<file path="src/rtl/dst_rx_pkg.sv">
package dst_rx_pkg;
  typedef enum logic [1:0] {ST_RECV, ST_DESC, ST_ADV} rx_state_e;
  localparam int FLAG_SWAP_BIT = 16;
  localparam int FLAG_OVF_BIT  = 17;
  localparam int META_LSB      = 20;
endpackage

</file>
<file path="src/rtl/dst_ring_idx.sv">
module dst_ring_idx #(
  parameter int IW = 3
) (
  input  logic          clk_i,
  input  logic          rst_ni,
  input  logic          post_i,
  input  logic          adv_i,
  output logic [IW-1:0] wr_idx_o,
  output logic [IW-1:0] rd_idx_o,
  output logic          space_o,
  output logic          avail_o
);
  logic [IW-1:0] wr_q, rd_q, gap;

  // one slot always left empty
  assign gap      = rd_q - IW'(1) - wr_q;
  assign space_o  = gap != '0;
  assign avail_o  = rd_q != wr_q;
  assign wr_idx_o = wr_q;
  assign rd_idx_o = rd_q;

  always_ff @(posedge clk_i or negedge rst_ni) begin
    if (!rst_ni) begin
      wr_q <= '0;
      rd_q <= '0;
    end else begin
      if (post_i && space_o) wr_q <= wr_q + IW'(1);
      if (adv_i)             rd_q <= rd_q + IW'(1);
    end
  end
endmodule

</file>
<file path="src/rtl/dst_rx_ctrl.sv">
module dst_rx_ctrl
  import dst_rx_pkg::*;
#(
  parameter int AW      = 32,
  parameter int MW      = 12,
  parameter int MAX_LEN = 16
) (
  input  logic          clk_i,
  input  logic          rst_ni,
  input  logic          avail_i,
  input  logic [AW-1:0] buf_addr_i,
  input  logic [AW-1:0] desc_addr_i,
  input  logic          in_valid_i,
  output logic          in_ready_o,
  input  logic [7:0]    in_data_i,
  input  logic          in_last_i,
  input  logic [MW-1:0] in_meta_i,
  input  logic          in_swap_i,
  output logic          mem_we_o,
  output logic          mem_desc_o,
  output logic [AW-1:0] mem_addr_o,
  output logic [31:0]   mem_data_o,
  output logic          adv_o
);
  localparam int CW = $clog2(MAX_LEN + 1);

  rx_state_e     state_q;
  logic [CW-1:0] cnt_q;
  logic          ovf_q, swap_q;
  logic [MW-1:0] meta_q;
  logic          fire, room;
  logic [31:0]   desc_word;

  assign in_ready_o = (state_q == ST_RECV) && avail_i;
  assign fire       = in_valid_i && in_ready_o;
  assign room       = cnt_q < CW'(MAX_LEN);
  assign adv_o      = state_q == ST_ADV;

  always_comb begin
    desc_word                   = '0;
    desc_word[15:0]             = 16'(cnt_q);
    desc_word[FLAG_SWAP_BIT]    = swap_q;
    desc_word[FLAG_OVF_BIT]     = ovf_q;
    desc_word[META_LSB +: MW]   = meta_q;
  end

  always_comb begin
    mem_we_o   = 1'b0;
    mem_desc_o = 1'b0;
    mem_addr_o = buf_addr_i + AW'(cnt_q);
    mem_data_o = {24'b0, in_data_i};
    case (state_q)
      ST_RECV: mem_we_o = fire && room;
      ST_DESC: begin
        mem_we_o   = 1'b1;
        mem_desc_o = 1'b1;
        mem_addr_o = desc_addr_i;
        mem_data_o = desc_word;
      end
      default: ;
    endcase
  end

  always_ff @(posedge clk_i or negedge rst_ni) begin
    if (!rst_ni) begin
      state_q <= ST_RECV;
      cnt_q   <= '0;
      ovf_q   <= 1'b0;
      swap_q  <= 1'b0;
      meta_q  <= '0;
    end else begin
      case (state_q)
        ST_RECV: if (fire) begin
          if (room) cnt_q <= cnt_q + CW'(1);
          else      ovf_q <= 1'b1;
          if (in_last_i) begin
            meta_q  <= in_meta_i;
            swap_q  <= in_swap_i;
            state_q <= ST_DESC;
          end
        end
        ST_DESC: state_q <= ST_ADV;
        default: begin
          state_q <= ST_RECV;
          cnt_q   <= '0;
          ovf_q   <= 1'b0;
        end
      endcase
    end
  end
endmodule

</file>
<file path="src/rtl/dst_ring_rx.sv">
module dst_ring_rx #(
  parameter int AW        = 32,
  parameter int MW        = 12,
  parameter int RING_LOG2 = 3,
  parameter int MAX_LEN   = 16,
  localparam int IW       = RING_LOG2,
  localparam int ENTRIES  = 1 << RING_LOG2
) (
  input  logic          clk_i,
  input  logic          rst_ni,
  input  logic [AW-1:0] desc_base_i,
  input  logic          post_valid_i,
  input  logic [AW-1:0] post_addr_i,
  output logic          post_ready_o,
  output logic [IW-1:0] wr_idx_o,
  output logic [IW-1:0] rd_idx_o,
  input  logic          in_valid_i,
  output logic          in_ready_o,
  input  logic [7:0]    in_data_i,
  input  logic          in_last_i,
  input  logic [MW-1:0] in_meta_i,
  input  logic          in_swap_i,
  output logic          mem_we_o,
  output logic          mem_desc_o,
  output logic [AW-1:0] mem_addr_o,
  output logic [31:0]   mem_data_o,
  output logic          done_o
);
  logic [AW-1:0] buf_tbl [ENTRIES];
  logic          space, avail, adv;
  logic [AW-1:0] desc_addr;

  assign post_ready_o = space;
  assign done_o       = adv;
  // 8-byte descriptors, completion word at offset 4
  assign desc_addr    = desc_base_i + (AW'(rd_idx_o) << 3) + AW'(4);

  always_ff @(posedge clk_i or negedge rst_ni) begin
    if (!rst_ni) begin
      for (int i = 0; i < ENTRIES; i++) buf_tbl[i] <= '0;
    end else if (post_valid_i && space) begin
      buf_tbl[wr_idx_o] <= post_addr_i;
    end
  end

  dst_ring_idx #(.IW(IW)) u_idx (
    .clk_i    (clk_i),
    .rst_ni   (rst_ni),
    .post_i   (post_valid_i),
    .adv_i    (adv),
    .wr_idx_o (wr_idx_o),
    .rd_idx_o (rd_idx_o),
    .space_o  (space),
    .avail_o  (avail)
  );

  dst_rx_ctrl #(.AW(AW), .MW(MW), .MAX_LEN(MAX_LEN)) u_ctrl (
    .clk_i       (clk_i),
    .rst_ni      (rst_ni),
    .avail_i     (avail),
    .buf_addr_i  (buf_tbl[rd_idx_o]),
    .desc_addr_i (desc_addr),
    .in_valid_i  (in_valid_i),
    .in_ready_o  (in_ready_o),
    .in_data_i   (in_data_i),
    .in_last_i   (in_last_i),
    .in_meta_i   (in_meta_i),
    .in_swap_i   (in_swap_i),
    .mem_we_o    (mem_we_o),
    .mem_desc_o  (mem_desc_o),
    .mem_addr_o  (mem_addr_o),
    .mem_data_o  (mem_data_o),
    .adv_o       (adv)
  );
endmodule

</file>
<file path="config.mk">
export PLATFORM = sky130hd
export DESIGN_NAME = dst_ring_rx
export DESIGN_NICKNAME = d
export VERILOG_FILES = /design/src/rtl/dst_rx_pkg.sv /design/src/rtl/dst_ring_idx.sv /design/src/rtl/dst_rx_ctrl.sv /design/src/rtl/dst_ring_rx.sv
export SDC_FILE = /design/constraint.sdc
export NUM_CORES = 1
export LEC_CHECK = 0
export CAP_MARGIN = 20
export CELL_PAD_IN_SITES_DETAIL_PLACEMENT = 1
export CELL_PAD_IN_SITES_GLOBAL_PLACEMENT = 1
export CORE_UTILIZATION = 57
export CTS_CLUSTER_SIZE = 25
export DETAILED_ROUTE_END_ITERATION = 16
export DONT_BUFFER_PORTS = 1
export PLACE_DENSITY_LB_ADDON = 0.1
export SLEW_MARGIN = 20
export SYNTH_ARGS = -nofsm -noshare
export SYNTH_HDL_FRONTEND = slang
export SYNTH_HIERARCHICAL = 1
export SYNTH_SLANG_ARGS = --single-unit
export TNS_END_PERCENT = 10
</file>
<file path="constraint.sdc">
create_clock -name clk_i -period 7.3 [get_ports clk_i]
set_clock_uncertainty 0.2 [all_clocks]
set_input_delay 1.095 -clock clk_i [delete_from_list [all_inputs] [get_ports clk_i]]
set_output_delay 1.095 -clock clk_i [all_outputs]
set_load 0.005 [all_outputs]
</file>
==> impl_metrics.env <==
export IMPL_syn_area_um2=14590
export IMPL_route_final_wire_length_um=35810
export IMPL_crit_fanout=40
export IMPL_grt_pass1_wl_um=57040
export IMPL_synthTopCellsByCount="287 x mux2_2, 283 x dfrtp_1, 101 x nand2_1"
export IMPL_cts_setup_buffers=0
export IMPL_globalplace_congestion=0.8350
export IMPL_synthTopCellsByArea="dfrtp_1 49%, mux2_2 22%, mux4_2 9.9%"
export IMPL_routedWlPerCell_um=25.02
export IMPL_swShare_pct=36.29
export IMPL_tns_ns=0
export IMPL_fill_cells=2375
export IMPL_ys_seq_elements=283
export IMPL_r2r_start="u_idx/rd_idx_o[0]"
export IMPL_synthCells=1097
export IMPL_synth_most_common_cell="mux2_2"
export IMPL_drc_errors=0
export IMPL_path_clk_slew_ns=0.06
export IMPL_worstSkewPairLatency_ns=0.57
export IMPL_grt_remaining_overflow=0
export IMPL_path_buf_inv=2
export IMPL_synth_top_cell_area_share_pct=48.53
export IMPL_switchingPower_w=0.002877
export IMPL_multi_input_area_um2=7148
export IMPL_max_vdd_ir_drop_v=0.0003811
export IMPL_power_frac_seq_pct=37.2
export IMPL_netlist_cell_type_count=54
export IMPL_end_kind="output pin"
export IMPL_cts_root_buf="clkbuf_16"
export IMPL_cts_sinks=283
export IMPL_postCtsResizedCells=0
export IMPL_area_growth_pct=8.239
export IMPL_synthFlopType="dfrtp_1"
export IMPL_core_area_um2=25180
export IMPL_die_width_um=162.0
export IMPL_ioPinCount=165
export IMPL_cts_tree="yes"
export IMPL_p_leak_nw=6.584
export IMPL_period_needed_ns=5.852
export IMPL_crit_path_start="u_idx/rd_idx_o[1]"
export IMPL_critPathLaunchType="register"
export IMPL_n_antenna_cell=0
export IMPL_portBuffers=0
export IMPL_powerDensity_nw_per_um2=501.8
export IMPL_clockPowerShare_pct=19.1
export IMPL_slew_viol_final=0
export IMPL_rows=58
export IMPL_grt_pass1_vias=9655
export IMPL_crit_chain="buf_4, mux4_2, mux2_2, ha_1, fa_1, a21oi_1, o21ai_0, buf_4, nand4_1, xor2_1, o21ai_0"
export IMPL_hpwl_um=22220
export IMPL_crit_family="flip-flops"
export IMPL_critPathKind="register to output pin"
export IMPL_cts_htree_levels=1
export IMPL_required_ns=6.00
export IMPL_synth_top_area_cell="dfrtp_1"
export IMPL_hold_buffers=1
export IMPL_dp_worst_setup_slack_ns=2.086
export IMPL_finalSetupViolations=0
export IMPL_cts_inserted_buffers=31
export IMPL_hold_violations=0
export IMPL_drive_gt1_share_pct=39.87
export IMPL_layout_setup_ws_ns=1.448
export IMPL_via_per_inst=6.189
export IMPL_combPwrFrac_pct=43.7
export IMPL_vias=8857
export IMPL_die_area_um2=26250
export IMPL_ant_nets=0
export IMPL_seq_area_frac_synth_pct=48.53
export IMPL_firstDrtPassIters=4
export IMPL_syn_avg_cell_area_um2=13.30
export IMPL_crit_slowest_cell="dfrtp_2"
export IMPL_dieHeight_um=162.0
export IMPL_slowest_delay_ns=0.91
export IMPL_start_util_pct=57.95
export IMPL_synth_edf_count=0
export IMPL_dpl_cell_area_um2=14770
export IMPL_stdcell_area_um2=15800
export IMPL_tightest_slew_ns=1.099
export IMPL_grt_antenna_before_repair=0
export IMPL_r2r_slack_ns=3.09
export IMPL_drt_initial_drc_count=493
export IMPL_maxCapViolCount=0
export IMPL_synthesis_yosys_warnings=6
export IMPL_clock_fmax_mhz=170.9
export IMPL_slew_headroom_pct=26.76
export IMPL_rsz0062_at_grt="false"
export IMPL_fin_crit_sh_pct=80.16
export IMPL_seqCellArea_um2=7088
export IMPL_arrival_ns=4.56
export IMPL_hp_class="primary input to async pin"
export IMPL_grt_usage_pct=28.33
export IMPL_cts_buffer_depth=3
export IMPL_nets=1184
export IMPL_grt_max_degree=277
export IMPL_ys_async_sr_fraction_pct=100.0
export IMPL_status="completed"
export IMPL_p_int_w=0.005050
-- power groups by stage --
stage               Sequential, W  Combinational [W]  Clock (W)
global placement          0.00289            0.00334          0
CTS                       0.00295            0.00350    0.00155
finish                    0.00295            0.00347    0.00151
global route              0.00305            0.00372    0.00160
floorplan                 0.00264            0.00279          0
detailed placement        0.00295            0.00345          0
-- layout make-up --
| class | instances | share of cell area [%] |
|---|---|---|
| inverter | 9 | 0.2139 |
| tap | 330 | 2.614 |
| multi-input combinational | 738 | 45.25 |
| timing repair buffer | 15 | 0.7604 |
| clock buffer | 43 | 5.703 |
| sequential | 283 | 44.87 |
| clock inverter | 13 | 0.5861 |
-- worst register-to-register path, stage by stage (launching register included) --
cell and delay, ns:
dfrtp_4 0.94, ha_1 0.30, fa_1 0.42, or2_2 0.32, or2_2 0.37, nand3_2 0.19
or3_2 0.89, mux2_2 0.46
-- kinds of logic (layout without fill, tap and decap cells) --
group	count (synthesis)	count (layout)	synth area share (%)
compound gates	63	63	2.598
simple gates	229	229	7.905
other cells	1	10	0.02570
flops	283	283	48.53
mux	354	354	32.28
xor+xnor	66	66	4.055
fa+ha+maj	16	16	1.526
buf+inv	85	80	3.086
-- registers in the layout (all words and copies together) (netlist names) --
register and count:
u_ctrl/swap_q 1, u_ctrl/state_q 2, u_idx/wr_idx_o 3, u_idx/rd_idx_o 3, u_ctrl/meta_q 12, buf_tbl 256
u_ctrl/cnt_q 5, u_ctrl/ovf_q 1
-- cells in the final DEF, fill, tap and decap left out, drive strengths merged, types with 9 or more instances in the layout --
cell and n:
a21oi 12, and2 17, and3 9, buf 12, clkbuf 43, conb 10
dfrtp 283, ha 13, inv 12, mux2 290, mux4 64, nand2 101
nand3 20, nand4 22, nor2 26, o211ai 9, o21ai 30, xnor2 31
xor2 34
-- routing by layer --
metal / vias up / track usage, % / share of wire (%)
met3: 61 / 4.903 / 4.5
met4: 0 / 9.477 / 3.1
li1: 3924 / - / -
met5: - / 0 / 0
met2: 198 / 47.85 / 51
met1: 4674 / 37.20 / 42
-- through the flow --
stage | power [W] | instances | utilization (%) | hold WS [ns]
final | 0.007926 | 1431 | 62.73 | 0.03157
after global routing | 0.008380 | 1431 | 62.73 | 0.003214
after CTS | 0.007998 | 1429 | 62.65 | 0.001790
after detailed placement | 0.006406 | 1372 | 58.67 | 0.2548
after global placement | 0.006233 | 1372 | 58.67 | 0.2501
after floorplan | 0.005439 | 1106 | - | 0.2374
-- final timing paths --
kind | endpoint | cells after the start
max | mem_addr_o[10] | 11
min reg2reg | u_ctrl/meta_q[7] | 2
max reg2reg | buf_tbl[215] | 7
min | buf_tbl[228] | 0
max in group asynchronous | u_idx/wr_idx_o[2] | 1
min in group clk_i | u_ctrl/meta_q[7] | 2
(Power assumes the default switching activity.)
